<file path="src/rtl/cop_gate_pkg.sv">
package cop_gate_pkg;
  localparam int unsigned DEF_ENTRIES = 8;
  localparam int unsigned DEF_IDX_W   = 7;
  localparam int unsigned DEF_OP_W    = 4;
  localparam int unsigned DEF_CNT_W   = 16;
endpackage

</file>
<file path="src/rtl/cop_index_match.sv">
module cop_index_match #(
  parameter int unsigned N_ENTRIES = cop_gate_pkg::DEF_ENTRIES,
  parameter int unsigned IDX_W     = cop_gate_pkg::DEF_IDX_W
) (
  input  logic                         clk_i,
  input  logic                         rst_ni,
  input  logic [IDX_W-1:0]             op_idx_i,
  input  logic [N_ENTRIES-1:0]         buf_valid_i,
  input  logic [N_ENTRIES*IDX_W-1:0]   buf_idx_i,
  output logic                         match_o
);
  logic [N_ENTRIES-1:0] hit;

  for (genvar e = 0; e < N_ENTRIES; e++) begin : g_cmp
    assign hit[e] = buf_valid_i[e] && (buf_idx_i[e*IDX_W +: IDX_W] == op_idx_i);
  end

  assign match_o = |hit;

  // a match needs at least one valid entry
  a_r10_match_needs_valid: assert property (@(posedge clk_i) disable iff (!rst_ni)
    match_o |-> (buf_valid_i != '0));
endmodule

</file>
<file path="src/rtl/cop_drain_monitor.sv">
module cop_drain_monitor #(
  parameter int unsigned N_ENTRIES = cop_gate_pkg::DEF_ENTRIES
) (
  input  logic                 clk_i,
  input  logic                 rst_ni,
  input  logic [N_ENTRIES-1:0] buf_valid_i,
  input  logic [N_ENTRIES-1:0] buf_refill_i,
  input  logic [N_ENTRIES-1:0] buf_evict_i,
  output logic                 busy_o
);
  logic [N_ENTRIES-1:0] refill_live, evict_live;

  assign refill_live = buf_valid_i & buf_refill_i;
  assign evict_live  = buf_valid_i & buf_evict_i;
  assign busy_o      = |(refill_live | evict_live);

  // outstanding work only ever comes from valid entries
  a_r4_busy_from_valid: assert property (@(posedge clk_i) disable iff (!rst_ni)
    busy_o |-> (buf_valid_i != '0));
endmodule

</file>
<file path="src/rtl/cop_issue_stage.sv">
module cop_issue_stage #(
  parameter int unsigned IDX_W = cop_gate_pkg::DEF_IDX_W,
  parameter int unsigned OP_W  = cop_gate_pkg::DEF_OP_W,
  parameter int unsigned CNT_W = cop_gate_pkg::DEF_CNT_W
) (
  input  logic             clk_i,
  input  logic             rst_ni,
  input  logic             accept_i,
  input  logic             stall_i,
  input  logic [OP_W-1:0]  op_type_i,
  input  logic [IDX_W-1:0] op_idx_i,
  output logic             issue_valid_o,
  output logic [OP_W-1:0]  issue_type_o,
  output logic [IDX_W-1:0] issue_idx_o,
  output logic [CNT_W-1:0] stall_cnt_o
);
  localparam logic [CNT_W-1:0] CNT_MAX = {CNT_W{1'b1}};

  always_ff @(posedge clk_i or negedge rst_ni) begin
    if (!rst_ni) begin
      issue_valid_o <= 1'b0;
      issue_type_o  <= '0;
      issue_idx_o   <= '0;
    end else begin
      issue_valid_o <= accept_i;
      if (accept_i) begin
        issue_type_o <= op_type_i;
        issue_idx_o  <= op_idx_i;
      end
    end
  end

  always_ff @(posedge clk_i or negedge rst_ni) begin
    if (!rst_ni)                            stall_cnt_o <= '0;
    else if (stall_i && stall_cnt_o != CNT_MAX) stall_cnt_o <= stall_cnt_o + 1'b1;
  end

  a_r7_issue_follows_accept: assert property (@(posedge clk_i) disable iff (!rst_ni)
    accept_i |=> issue_valid_o && issue_idx_o == $past(op_idx_i) && issue_type_o == $past(op_type_i));
  a_r7_no_spurious_issue: assert property (@(posedge clk_i) disable iff (!rst_ni)
    !accept_i |=> !issue_valid_o);
  a_r9_count_step: assert property (@(posedge clk_i) disable iff (!rst_ni)
    (stall_i && stall_cnt_o != CNT_MAX) |=> stall_cnt_o == $past(stall_cnt_o) + 1'b1);
  a_r9_count_hold: assert property (@(posedge clk_i) disable iff (!rst_ni)
    (!stall_i || stall_cnt_o == CNT_MAX) |=> $stable(stall_cnt_o));
endmodule

</file>
<file path="src/rtl/cop_hazard_gate.sv">
module cop_hazard_gate #(
  parameter int unsigned N_ENTRIES = cop_gate_pkg::DEF_ENTRIES,
  parameter int unsigned IDX_W     = cop_gate_pkg::DEF_IDX_W,
  parameter int unsigned OP_W      = cop_gate_pkg::DEF_OP_W,
  parameter int unsigned CNT_W     = cop_gate_pkg::DEF_CNT_W
) (
  input  logic                       clk_i,
  input  logic                       rst_ni,
  input  logic                       op_valid_i,
  input  logic [OP_W-1:0]            op_type_i,
  input  logic [IDX_W-1:0]           op_idx_i,
  output logic                       op_ready_o,
  input  logic [N_ENTRIES-1:0]       buf_valid_i,
  input  logic [N_ENTRIES-1:0]       buf_refill_i,
  input  logic [N_ENTRIES-1:0]       buf_evict_i,
  input  logic [N_ENTRIES*IDX_W-1:0] buf_idx_i,
  output logic                       issue_valid_o,
  output logic [OP_W-1:0]            issue_type_o,
  output logic [IDX_W-1:0]           issue_idx_o,
  output logic [CNT_W-1:0]           stall_cnt_o
);
  logic match, busy, stall, accept;

  cop_index_match #(.N_ENTRIES(N_ENTRIES), .IDX_W(IDX_W)) i_match (
    .clk_i, .rst_ni, .op_idx_i, .buf_valid_i, .buf_idx_i, .match_o(match)
  );

  cop_drain_monitor #(.N_ENTRIES(N_ENTRIES)) i_drain (
    .clk_i, .rst_ni, .buf_valid_i, .buf_refill_i, .buf_evict_i, .busy_o(busy)
  );

  // stall is recomputed every cycle; nothing about past stalls is stored
  assign stall      = op_valid_i && match && busy;
  assign op_ready_o = !stall;
  assign accept     = op_valid_i && op_ready_o;

  cop_issue_stage #(.IDX_W(IDX_W), .OP_W(OP_W), .CNT_W(CNT_W)) i_issue (
    .clk_i, .rst_ni, .accept_i(accept), .stall_i(stall),
    .op_type_i, .op_idx_i,
    .issue_valid_o, .issue_type_o, .issue_idx_o, .stall_cnt_o
  );

  // ready only drops while an op is offered
  a_r2_ready_idle: assert property (@(posedge clk_i) disable iff (!rst_ni)
    !op_valid_i |-> op_ready_o);
  // no outstanding work means no stall
  a_r6_idle_buffer_passes: assert property (@(posedge clk_i) disable iff (!rst_ni)
    (op_valid_i && !busy) |-> op_ready_o);
  // offered op with ready is issued next cycle
  a_r8_one_per_clock: assert property (@(posedge clk_i) disable iff (!rst_ni)
    (op_valid_i && op_ready_o) |=> issue_valid_o);
endmodule

</file>
<file path="config.mk">
export PLATFORM = sky130hd
export DESIGN_NAME = cop_hazard_gate
export DESIGN_NICKNAME = d
export VERILOG_FILES = /design/src/rtl/cop_gate_pkg.sv /design/src/rtl/cop_index_match.sv /design/src/rtl/cop_drain_monitor.sv /design/src/rtl/cop_issue_stage.sv /design/src/rtl/cop_hazard_gate.sv
export SDC_FILE = /design/constraint.sdc
export NUM_CORES = 1
export LEC_CHECK = 0
export ABC_AREA = 1
export BUFFER_PORTS_ARGS = -buffer_cell sky130_fd_sc_hd__buf_2
export CAP_MARGIN = 15
export CELL_PAD_IN_SITES_DETAIL_PLACEMENT = 1
export CELL_PAD_IN_SITES_GLOBAL_PLACEMENT = 1
export CORE_MARGIN = 10
export CORE_UTILIZATION = 32
export CTS_CLUSTER_SIZE = 28
export DETAILED_ROUTE_END_ITERATION = 10
export PLACE_DENSITY_LB_ADDON = 0.08
export SETUP_SLACK_MARGIN = 0.02
export SKIP_LAST_GASP = 1
export SYNTH_ARGS = -nofsm -noshare
export SYNTH_HDL_FRONTEND = slang
export SYNTH_SLANG_ARGS = --single-unit
</file>
<file path="constraint.sdc">
create_clock -name clk_i -period 2.4 [get_ports clk_i]
set_clock_uncertainty 0.15 [all_clocks]
set_input_delay 0.48 -clock clk_i [delete_from_list [all_inputs] [get_ports clk_i]]
set_output_delay 0.48 -clock clk_i [all_outputs]
set_load 0.01 [all_outputs]
</file>
==> results.tsv <==
metric	value	unit
cts_tree	yes	
routedWlPerCell	15.1	um
critPathRequiredTime	1.77	ns
syn_inst	465	
yosys_most_used_dff	dfrtp_1	
netlist_area	2800	um^2
synth-seq-cells	28	
rows	34	
finalHoldViolCount	0	
regArea	701	um^2
fin_area	3660	um^2
io_pins	123	
port_buffers	122	
period_share	94.5	%
yosysTopAreaCell	nand2_1	
cp.arrival	1.64	ns
grt_pass1_vias	3556	
hpwl	9.14	mm
power	1.29	mW
fin_ws	0.133	ns
synth_area_leaders	nand2_1 26%, dfrtp_1 25%, inv_1 9.6%	
initial_core_util	32.5	%
num_antenna_cells	0	
drt_iter0_drc	73	
via_count	3224	
syn_area_per_cell	6.03	um^2
top_layer	met4	
preCtsSetupSlack	-0.0672	ns
finalSetupViolCount	0	
p_per_area	353	nW/um^2
clk-insertion-delay-late	0.27	ns
grt_usage	16.1	%
grt_max_degree	29	
synth_top_area_share	25.8	%
drive_above_1_share	31.8	%
dieArea	12900	um^2
firstDrtPassIters	4	
synth-seq-area-share	25.0	%
rsz0062_at_grt	no	
grt_overflow	0	
critPathLaunchType	input pin	
cts_hold_buf	0	
worstPathMaxFanout	5	
syn_nets	560	
critPathCaptureType	output pin	
clockBufferDepth	2	
post_cts_buffers	0	
root_buffer	clkbuf_8	
fin_crit	2.27	ns
synth-edff-count	0	
fill_cells	1244	
cts_max_level	1	
placed_cell_area	3580	um^2
placedCellCount	697	
wl_met1	4.45	mm
irDropWorstVdd	0.000233	V
synth_cell_type_count	27	
routed_wl	10.6	mm
grt_pass1_wl	17.4	mm
slew_violations	0	
hp-class	input pin to async pin	
remaining_drc_errors	0	
path_class	input pin to output pin	
finalSetupTns	0	ns
synthArstFlopShare	100	%
area_growth	30.4	%
die_w	114	um
hold_ws	0.0653	ns
finish.utilization	42.4	%
maxCapViolCount	0	
yosysMostFrequentCell	nand2_1	
outcome	finished, final reports clean	
slew_headroom	57.7	%
max_freq	0.441	GHz
p_leak	2.27	nW
wl_met3	625	um
dr_wl_met2	5.42	mm
vias_per_cell	4.61	
yosysWarnings	0	
antenna_found_initial	0	
clk_pin_slew	0.10	ns
nets	689	
worstMarginPinSlew	0.634	ns
place_congestion	0.824	
cts_sinks	28	
multi_input_area	1720	um^2
cts_buffers	3	
core	8640	um^2
layoutNonFillerInstCount	700	
ant_nets	0	
die_h	114	um
synth_common_cells	193 x nand2_1, 72 x inv_1, 33 x nor2_1, 28 x dfrtp_1, 26 x nand3_1	
cell usage in the layout, fill, tap and decap left out, types with 2 or more instances in the layout:
master,n
buf_2,119
inv_4,2
dfrtp_1,28
nor2_1,31
nand4_1,17
nor2_2,10
clkbuf_4,2
o21ai_0,8
nand2_2,11
clkbuf_8,3
nand2_4,12
nand3_1,26
inv_2,4
inv_1,71
xnor2_1,15
nor3_1,5
xor2_1,9
buf_4,15
nand2_1,192
critical path, cell delays in order:
cell and delay, ns:
clkbuf_4 0.18, buf_4 0.16, nand2_1 0.06, nand2_1 0.06, nand2_1 0.06, nor2_2 0.12
nand2_1 0.09, nand2_1 0.08, nor2_2 0.05, nand2_4 0.10, nand2_4 0.05, buf_2 0.15
what timing repair did:
item / in CTS / in global routing
endpoints found under the hold margin: 0 / 0
resized for setup: 3 / 10
setup endpoints to repair: 1 / 1
pin swaps: 0 / 2
where the power goes:
group / internal (mW) / switching, mW / leakage (nW)
registers: 0.510 / 0.0372 / 0.367
logic: 0.209 / 0.280 / 1.88
clock network: 0.113 / 0.142 / 0.0216
sequential cells by signal (all words and copies together), names as in the netlist:
signal and count:
i_issue.stall_cnt_o 16, i_issue.issue_idx_o 7, i_issue.issue_type_o 4, i_issue.issue_valid_o 1
layout make-up:
cell class | count | share of cell area [%]
multi-input combinational | 344 | 46.9
timing repair buffer | 138 | 20.6
tap | 108 | 3.69
clock buffer | 3 | 1.13
sequential | 28 | 19.2
inverter | 79 | 8.48
kinds of logic after synthesis:
kind of cell,synth area share (%)
xor+xnor,7.50
compound gates,2.54
fa+ha+maj,0.446
flops,25.0
buf+inv,14.1
simple gates,50.4
final timing paths:
| kind | startpoint | end | slack (ns) | cells after the start |
|---|---|---|---|---|
| setup / recovery | op_idx_i[3] | op_ready_o | 0.13 | 12 |
| hold / removal | rst_ni | i_issue.stall_cnt_o[5] | 0.07 | 1 |
| setup reg to reg | i_issue.stall_cnt_o[1] | i_issue.stall_cnt_o[8] | 0.23 | 9 |
| hold reg to reg | i_issue.issue_type_o[1] | i_issue.issue_type_o[1] | 0.33 | 2 |
| max in group asynchronous | rst_ni | i_issue.stall_cnt_o[1] | 1.62 | 1 |
| min in group clk_i | op_type_i[1] | i_issue.issue_type_o[1] | 0.32 | 3 |
routing by layer:
metal  global-route usage (%)  vias to the layer above
met1                     18.6                     1492
li1                         -                     1658
met3                     3.57                        4
met4                     2.28                        0
met2                     30.0                       70
met5                        0                        -
(Power assumes the default switching activity.)
